[config.mk]
export PLATFORM = sky130hd
export DESIGN_NAME = nested_loop_seq
export DESIGN_NICKNAME = d
export VERILOG_FILES = /design/src/rtl/nls_pkg.sv /design/src/rtl/nls_field_sel.sv /design/src/rtl/nls_ctrl.sv /design/src/rtl/nested_loop_seq.sv
export SDC_FILE = /design/constraint.sdc
export NUM_CORES = 1
export LEC_CHECK = 0
export ABC_AREA = 1
export BUFFER_PORTS_ARGS = -buffer_cell sky130_fd_sc_hd__buf_4
export CORE_ASPECT_RATIO = 0.5
export CORE_MARGIN = 1.5
export CORE_UTILIZATION = 35
export CTS_CLUSTER_DIAMETER = 60
export DETAILED_ROUTE_END_ITERATION = 16
export PLACE_DENSITY = 0.61
export SLEW_MARGIN = 25
export SYNTH_ARGS = -nofsm -noshare
export SYNTH_HDL_FRONTEND = slang
export SYNTH_SLANG_ARGS = --single-unit
[constraint.sdc]
create_clock -name clk_i -period 1.35 [get_ports clk_i]
set_input_delay 0.135 -clock clk_i [delete_from_list [all_inputs] [get_ports clk_i]]
set_output_delay 0.135 -clock clk_i [all_outputs]
set_load 0.05 [all_outputs]
[src/rtl/nls_pkg.sv]
package nls_pkg;

    localparam int MAX_LEVELS = 3;

    typedef enum logic [1:0] {
        SRC_CONST = 2'd0,
        SRC_PORT  = 2'd1,
        SRC_OUTER = 2'd2
    } nls_src_e;

    typedef enum logic {
        ST_WAIT  = 1'b0,
        ST_COUNT = 1'b1
    } nls_state_e;

endpackage

[src/rtl/nls_field_sel.sv]
module nls_field_sel
    import nls_pkg::*;
#(
    parameter int       LEVELS = 3,
    parameter int       CW     = 16,
    parameter int       PW     = 8,
    parameter int       LEVEL  = 0,
    parameter nls_src_e SRC    = SRC_CONST,
    parameter int       VAL    = 0,
    parameter int       REF    = 0
) (
    input  logic [LEVELS-1:0][CW-1:0] outer_i,
    input  logic [PW-1:0]             port_i,
    output logic [CW-1:0]             val_o
);

    // Only a strictly enclosing level is a legal reference.
    localparam bit REF_OK = (REF >= 0) && (REF < LEVEL);

    generate
        if (SRC == SRC_PORT) begin : g_port
            assign val_o = CW'($signed(port_i));
        end else if (SRC == SRC_OUTER && REF_OK) begin : g_outer
            assign val_o = outer_i[REF];
        end else begin : g_const
            assign val_o = CW'(VAL);
        end
    endgenerate

    logic unused_sel;
    assign unused_sel = ^{outer_i, port_i};

endmodule

[src/rtl/nls_ctrl.sv]
module nls_ctrl
    import nls_pkg::*;
(
    input  logic clk_i,
    input  logic rst_ni,
    input  logic go_i,
    input  logic en_i,
    input  logic done_i,
    output logic counting_o,
    output logic load_o,
    output logic step_o
);

    nls_state_e state_d, state_q;

    always_comb begin
        state_d = state_q;
        if (en_i) begin
            if (go_i) begin
                state_d = ST_COUNT;
            end else if (state_q == ST_COUNT && done_i) begin
                state_d = ST_WAIT;
            end
        end
    end

    always_ff @(posedge clk_i or negedge rst_ni) begin
        if (!rst_ni) begin
            state_q <= ST_WAIT;
        end else begin
            state_q <= state_d;
        end
    end

    assign counting_o = (state_q == ST_COUNT);
    assign load_o     = en_i & go_i;
    assign step_o     = en_i & counting_o & ~go_i & ~done_i;


    go_start_chk: assert property (@(posedge clk_i) disable iff (!rst_ni)
        (en_i && go_i) |=> (state_q == ST_COUNT));


    last_exit_chk: assert property (@(posedge clk_i) disable iff (!rst_ni)
        (state_q == ST_COUNT && en_i && done_i && !go_i) |=> (state_q == ST_WAIT));


    en_freeze_state_chk: assert property (@(posedge clk_i) disable iff (!rst_ni)
        !en_i |=> $stable(state_q));

endmodule

[src/rtl/nested_loop_seq.sv]
module nested_loop_seq
    import nls_pkg::*;
#(
    parameter int       LEVELS = 2,
    parameter int       CW     = 16,
    parameter int       PW     = 8,
    parameter nls_src_e START_SRC [MAX_LEVELS] = '{SRC_CONST, SRC_CONST, SRC_CONST},
    parameter int       START_VAL [MAX_LEVELS] = '{0, 0, 0},
    parameter int       START_REF [MAX_LEVELS] = '{0, 0, 0},
    parameter nls_src_e STEP_SRC  [MAX_LEVELS] = '{SRC_CONST, SRC_CONST, SRC_CONST},
    parameter int       STEP_VAL  [MAX_LEVELS] = '{1, 1, 1},
    parameter int       STEP_REF  [MAX_LEVELS] = '{0, 0, 0},
    parameter nls_src_e END_SRC   [MAX_LEVELS] = '{SRC_CONST, SRC_CONST, SRC_CONST},
    parameter int       END_VAL   [MAX_LEVELS] = '{3, 3, 3},
    parameter int       END_REF   [MAX_LEVELS] = '{0, 0, 0}
) (
    input  logic                      clk_i,
    input  logic                      rst_ni,
    input  logic                      go_i,
    input  logic                      en_i,
    input  logic [LEVELS-1:0][PW-1:0] start_port_i,
    input  logic [LEVELS-1:0][PW-1:0] step_port_i,
    input  logic [LEVELS-1:0][PW-1:0] end_port_i,
    output logic                      qv_o,
    output logic                      ql_o,
    output logic [LEVELS-1:0][CW-1:0] idx_o
);

    localparam int INNER = LEVELS - 1;

    typedef struct packed {
        logic [LEVELS-1:0][CW-1:0] cnt;
    } seq_t;

    seq_t seq_d, seq_q;

    logic [LEVELS-1:0][CW-1:0] start_fix;
    logic [LEVELS-1:0][CW-1:0] step_v;
    logic [LEVELS-1:0][CW-1:0] end_v;
    logic [LEVELS-1:0]         at_end;
    logic [LEVELS-1:0]         carry;
    logic                      done;
    logic                      counting;
    logic                      load;
    logic                      step;

    // Per-level bound selection; step and end read the current counters.
    generate
        for (genvar g = 0; g < LEVELS; g++) begin : g_lvl
            nls_field_sel #(
                .LEVELS (LEVELS), .CW (CW), .PW (PW), .LEVEL (g),
                .SRC (START_SRC[g]), .VAL (START_VAL[g]), .REF (START_REF[g])
            ) u_start (
                .outer_i (seq_q.cnt),
                .port_i  (start_port_i[g]),
                .val_o   (start_fix[g])
            );

            nls_field_sel #(
                .LEVELS (LEVELS), .CW (CW), .PW (PW), .LEVEL (g),
                .SRC (STEP_SRC[g]), .VAL (STEP_VAL[g]), .REF (STEP_REF[g])
            ) u_step (
                .outer_i (seq_q.cnt),
                .port_i  (step_port_i[g]),
                .val_o   (step_v[g])
            );

            nls_field_sel #(
                .LEVELS (LEVELS), .CW (CW), .PW (PW), .LEVEL (g),
                .SRC (END_SRC[g]), .VAL (END_VAL[g]), .REF (END_REF[g])
            ) u_end (
                .outer_i (seq_q.cnt),
                .port_i  (end_port_i[g]),
                .val_o   (end_v[g])
            );

            assign at_end[g] = (seq_q.cnt[g] == end_v[g]);
        end
    endgenerate

    // A level moves when every level inside it sits at its end.
    always_comb begin
        carry[INNER] = 1'b1;
        for (int l = INNER - 1; l >= 0; l--) begin
            carry[l] = carry[l+1] & at_end[l+1];
        end
    end

    assign done = carry[0] & at_end[0];

    nls_ctrl u_ctrl (
        .clk_i      (clk_i),
        .rst_ni     (rst_ni),
        .go_i       (go_i),
        .en_i       (en_i),
        .done_i     (done),
        .counting_o (counting),
        .load_o     (load),
        .step_o     (step)
    );

    // Outer to inner, so a start tied to an outer level sees its new value.
    always_comb begin
        logic [CW-1:0] st;
        seq_d = seq_q;
        for (int l = 0; l < LEVELS; l++) begin
            st = start_fix[l];
            for (int r = 0; r < l; r++) begin
                if (START_SRC[l] == SRC_OUTER && START_REF[l] == r) begin
                    st = seq_d.cnt[r];
                end
            end
            if (load) begin
                seq_d.cnt[l] = st;
            end else if (step && carry[l]) begin
                if (at_end[l]) begin
                    seq_d.cnt[l] = st;
                end else begin
                    seq_d.cnt[l] = seq_q.cnt[l] + step_v[l];
                end
            end
        end
    end

    always_ff @(posedge clk_i or negedge rst_ni) begin
        if (!rst_ni) begin
            seq_q <= '0;
        end else begin
            seq_q <= seq_d;
        end
    end

    assign qv_o  = counting & en_i;
    assign ql_o  = counting & en_i & done;
    assign idx_o = seq_q.cnt;


    en_freeze_cnt_chk: assert property (@(posedge clk_i) disable iff (!rst_ni)
        !en_i |=> $stable(seq_q.cnt));


    inner_step_chk: assert property (@(posedge clk_i) disable iff (!rst_ni)
        (qv_o && !go_i && !at_end[INNER])
        |=> (seq_q.cnt[INNER] == $past(seq_q.cnt[INNER] + step_v[INNER])));


    restart_stay_chk: assert property (@(posedge clk_i) disable iff (!rst_ni)
        (qv_o && go_i) |=> counting);

    generate
        if (LEVELS > 1) begin : g_outer_chk

            outer_hold_chk: assert property (@(posedge clk_i) disable iff (!rst_ni)
                (qv_o && !go_i && !at_end[INNER])
                |=> $stable(seq_q.cnt[LEVELS-2:0]));
        end
    endgenerate

endmodule

Word level (Yosys, flattened, before mapping)
Index checks and enable logic that the tools add are counted.

word-level totals
  register bits = 33
  input port bits = 52

operators by class
  add/sub/neg operators = 2
  eq/ne operators = 2
  mux-type cells = 8
  bitwise operators = 8
  reductions and logical operators = 6

operators by type and width
  kind                     count
  $mux W16                 6
  $add A16 B1 Y16 const B  2
  $eq A16 B2 Y1 const B    2
  $and A1 B1 Y1            6
  $reduce_bool A2 Y1       3
  $logic_and A1 B1 Y1      2
  $mux W1                  2
  $not A1 Y1               2
  $reduce_and A2 Y1        1

Longest topological paths before layout
  word-level depth = 7
  mapped depth = 11
  mapped depth without buffers = 9

Cells and area by module
Synthesis repeated with hierarchy kept, for this count alone.

second synthesis, totals
  cell total of the unflattened synthesis = 935
  area total of the unflattened synthesis = 5246.3 µm²

by module, submodules not included
  module                                 times used  cells each  area each (µm²)  seq. area each (µm²)
  nested_loop_seq                        1           816         4418.0           800.8
  nls_field_sel at g_lvl[0].u_end ...    4           18          127.6            0.0
  nls_field_sel at g_lvl[0].u_start ...  2           17          123.9            0.0
  nls_ctrl                               1           13          70.1             25.0

Worst setup path after synthesis
No wires, ideal clock.

  path kind = flip-flop to output port
  start = reg seq_q (netlist bit idx_o[0])
  end = out ql_o
  data arrival time = 2.133 ns
  required time = 1.215 ns
  slack = -0.918 ns
  cell stages (with the launch flop) = 9
  path buffers = 0
  cells stage by stage = dfrtp_1 > ha_1 > nand2_1 > nor2_1 > and2_1 > nand2_1 > nor2_1 > nand2_1 > nor2_1

on the way
  cells in the longest elaborated chain, start to end = 3

ends and longest elaborated chain
  element                   RTL line                RTL
  start: declaration        nested_loop_seq.sv:35   seq_t seq_d, seq_q;
  start signal: assignment  nested_loop_seq.sv:129  seq_q <= seq_d;
  $eq A16 B2 Y1             nested_loop_seq.sv:77   assign at_end[g] = (seq_q.cnt[g] == end_v[g]);
  $and A1 B1 Y1             nested_loop_seq.sv:89   assign done = carry[0] & at_end[0];
  $and A1 B1 Y1             nested_loop_seq.sv:134  assign ql_o = counting & en_i & done;
  end: declaration          nested_loop_seq.sv:25   output logic ql_o,

No other way between the ends.

Worst setup path in the final report
Ends and elaborated chain as after synthesis.

==> impl_results.rst <==
.. list-table::
   :header-rows: 1

   * - Metric
     - Value
   * - Total of fill cells in the finished design
     - between 600 and 700
   * - Worst EP arrival
     - about 1.7 ns
   * - Sw frac
     - a little under two fifths
   * - Clock Skew
     - 0.00550 ns
   * - Count of clock tree sinks
     - 33
   * - Max stage delay on crit path
     - 0.39 ns
   * - Portion of total power attributed to the clock network
     - 29.9%
   * - Crit. End Element
     - output pin
   * - Share of the synthesized area in the top cell type
     - 32.4%
   * - Cell Area, Synth
     - between 0.002 and 0.003 sq mm
   * - Violated checks
     - setup timing
   * - Final total negative setup slack
     - -10.51 ns
   * - TritonCTS Buffers
     - 5
   * - Startpoint of the worst setup timing path
     - idx_o[0]
   * - Post-layout nets
     - 588
   * - Global route overflow
     - 0
   * - Starting utilization of the core area
     - about 37%
   * - Area growth from synthesis to final layout
     - 63.0%
   * - CP startpoint kind
     - flop
   * - Starting DRC count in detailed routing
     - approximately 230
   * - Number of warnings issued by yosys
     - 0
   * - Cell-internal power
     - roughly 2.6 mW
   * - Leak pwr
     - roughly 2.1 nW
   * - Max-cap violations
     - 0
   * - Hold Path Cell Cnt
     - 5
   * - Clock tree from TritonCTS
     - done
   * - R2R setup slack
     - -0.36 ns
   * - Total inserted antenna cells
     - 0
   * - Final setup violation count
     - 35
   * - Result of the run
     - finished with violations
   * - Crit path max-delay family
     - simple AND/OR/NAND/NOR gates
   * - Die width
     - about 120 um
   * - Final period utilization
     - 136%
   * - RSZ-0062 raised after global routing
     - yes
   * - Seq cells post-synth
     - 33
   * - Maximum clock frequency
     - between 0.5 and 0.6 GHz
   * - Maximum fanout along the worst path
     - 2
   * - Core ar.
     - 0.00686 sq mm
   * - Clk buf depth
     - 2
   * - EDFF count, synth
     - 0
   * - Most common flop cell mapped by yosys
     - dfrtp_1
   * - Worst vdd rail ir drop
     - 536 uV
   * - Final worst slack
     - -0.489 ns
   * - Proportion of power drawn by combinational gates
     - 41.4%
   * - Pin count of the biggest net entering global routing
     - 40
   * - Portion of the post-synthesis area used by sequential elements
     - between 30% and 40%
   * - Worst Hold Endpoint
     - idx_o[25]
   * - Net Sw Power
     - between 1.5 and 2 mW
   * - Cell with the biggest individual delay on the critical path
     - dfrtp_2
   * - Top-level port count
     - between 80 and 90
   * - Post-route core utilization
     - about three fifths
   * - Die footprint
     - ~0.008 sq mm
   * - Vertical die dimension
     - about 63 um
   * - Number of distinct library cells after synthesis
     - 27
   * - Post-Synthesis Net Count
     - 464
   * - First-pass GRT wire length
     - approximately 13000 um
   * - Count of vias placed by the detailed router
     - between 2000 and 3000
   * - Pwr/cell area
     - 983 mW/mm^2
   * - Total Routed Length
     - 7980 um
   * - Average via count per standard cell
     - 4.72
   * - CTS root buffer
     - clkbuf_16
   * - Proportion of power drawn by flip-flops and latches
     - ~29%
   * - Transition time at the pin with the least slew margin
     - just over 0.7 ns
   * - Drt first pass iters
     - 4
   * - Critical Path, Cell by Cell
     - ha_4, nand2_2, nor2_2, and2_1, nand2_1, nor2_1, nand2_1, nor2_4, buf_6
   * - Top cells by area in the synthesized netlist
     - dfrtp_1, nand2_1, nor2_1, nand3_1, inv_1
   * - Cells after synthesis
     - about 400
   * - End of the worst register-to-register path
     - idx_o[0]
   * - Required @ worst endpoint
     - around 1.2 ns
   * - Most used cell along the critical path
     - nand2_1
   * - Number of global-route vias before repair
     - approximately 2700
   * - Cell depth of the worst flop-to-flop path
     - 11
   * - Num rows
     - 21
   * - Average cell area after synthesis
     - just over 6 sq um
   * - Final routed DRC violation total
     - 0
   * - Placer Congestion
     - about 0.88
   * - Hold violation total from the final report
     - 0
   * - Quantity of I/O buffers inserted on ports
     - 37
   * - Worst relative slew slack
     - around half
   * - Tightest Hold Check Type
     - in2reg
   * - DPL Wire Length
     - approximately 5400 um
   * - Buf+Inv Stages, Crit Path
     - 1
   * - Worst Setup Path Type
     - reg2out
   * - Worst slack, placed
     - -0.373 ns
   * - Clock latency at the later pin of the worst-skew pair
     - 0.29 ns
   * - Antenna violations before repair
     - 0
   * - Final worst path period need
     - 1.84 ns
   * - Smallest hold slack
     - 0.307 ns
   * - Max-slew violations
     - 0
   * - Clock-pin slew reported for the worst setup and hold paths after clock tree synthesis
     - ~0.06 ns
   * - Gr usage total
     - about a fifth
   * - Origin of the worst min-delay path
     - go_i
   * - Top cell type by total area after synthesis
     - dfrtp_1
   * - Launching point of the worst reg2reg path
     - idx_o[10]
   * - Antenna violation net count after detailed routing
     - 0
   * - Routed WL per cell
     - ~13 um
   * - Layout cells sized above 1
     - about half
   * - Number of H-tree levels
     - 2
   * - Async set-or-reset flop fraction in the synthesized netlist
     - 100%
[Yosys cell counts, types with 2 or more instances]
| library cell | number |
|---|---|
| nand2_1 | 151 |
| nor2_1 | 75 |
| nand3_1 | 45 |
| inv_1 | 37 |
| dfrtp_1 | 33 |
| xor2_1 | 10 |
| o21ai_0 | 9 |
| nor3_1 | 7 |
| nand4_1 | 6 |
| buf_2 | 5 |
| nor2_2 | 4 |
| inv_2 | 3 |
| nand2_4 | 3 |
| nor2_4 | 3 |
| buf_4 | 2 |
| buf_6 | 2 |
| ha_1 | 2 |
| nand2_2 | 2 |
| nand3_2 | 2 |
| xnor2_1 | 2 |
[power by group through the flow]
stage / clock, mW / combinational [mW] / sequential, mW
after CTS: 1.24 / 1.55 / 1.18
after global placement: 0 / 1.44 / 1.19
final: 1.22 / 1.69 / 1.18
after detailed placement: 0 / 1.45 / 1.19
after global routing: 1.30 / 1.84 / 1.19
after floorplan: 0 / 0.509 / 1.58
[stage by stage]
step	total power, mW	instance area, sq um	cells
floorplan	2.09	2700	410
global placement	2.63	3610	606
detailed placement	2.64	3610	606
CTS	3.96	3920	622
global route	4.33	4160	627
finish	4.09	4160	627
[how the worst max path moves through the flow]
stage                end  slack, ns  depth (start not counted)
6_report            ql_o      -0.49                          9
2_1_floorplan       ql_o      -0.32                          8
3_5_place_dp   idx_o[27]      -0.37                          8
5_1_grt             ql_o      -0.59                          8
3_3_place_gp   idx_o[30]      -0.33                          8
4_1_cts             ql_o      -0.47                          9
[metal layers]
metal	track usage, %	up-vias	part of all wire [%]
li1	-	1526	-
met1	28.3	1374	46
met2	34.5	53	48
met3	4.17	7	5.2
met4	5.17	0	1.0
met5	0	-	0
[worst reg2reg max path: cells and delay by family (launching register included)]
| family | cells | cell delay, ns |
|---|---|---|
| buf+inv | 4 | 0.54 |
| flops | 1 | 0.40 |
| simple gates | 7 | 0.71 |
[cell families (layout without fill, tap and decap cells)]
kind of cell,count (synthesis),count (layout),share of synthesized area (%)
compound gates,11,11,2.16
buf+inv,51,175,9.26
simple gates,301,302,51.1
fa+ha+maj,2,2,0.980
flops,33,33,32.4
xor+xnor,12,12,4.12
[area by class of cell]
cell class	instances	area, sq um	area share (%)
Multi-Input combinational cell	327	1840	44.3
Timing Repair Buffer	127	1040	24.9
Sequential cell	33	860	20.7
Clock buffer	7	153	3.67
Inverter	40	150	3.61
Tap cell	92	115	2.77
Clock inverter	1	5.00	0.120
[registers in the layout (all words and copies together), names as in the netlist]
signal / cells
u_ctrl.counting_o: 1
idx_o: 32
[repair_timing]
action                                 in CTS  in global routing
resized for setup                          26                 51
buffers inserted                            6                  5
endpoints found under the hold margin      33                  0
cloned                                      1                  1
setup endpoints to repair                  34                 35
pin swaps                                   6                 46
hold buffers                                1                  0
[cells in the final DEF, fill, tap and decap left out, types with 2 or more instances in the layout]
cell and instances:
nor2_2 12, o21ai_0 9, buf_4 115, nand4_1 6
xnor2_1 2, nor2_1 63, inv_2 9, clkbuf_8 2
nor3_1 5, dfrtp_1 6, buf_8 2, clkbuf_16 6
nand2_4 2, nand2_8 3, dfrtp_2 27, ha_4 2
nor2_4 7, buf_6 6, buf_12 2, xor2_1 10
nand2_2 26, nor3_2 2, inv_1 31, nand2_1 126
nand3_2 33, nand3_1 14
(Power assumes the default switching activity.)
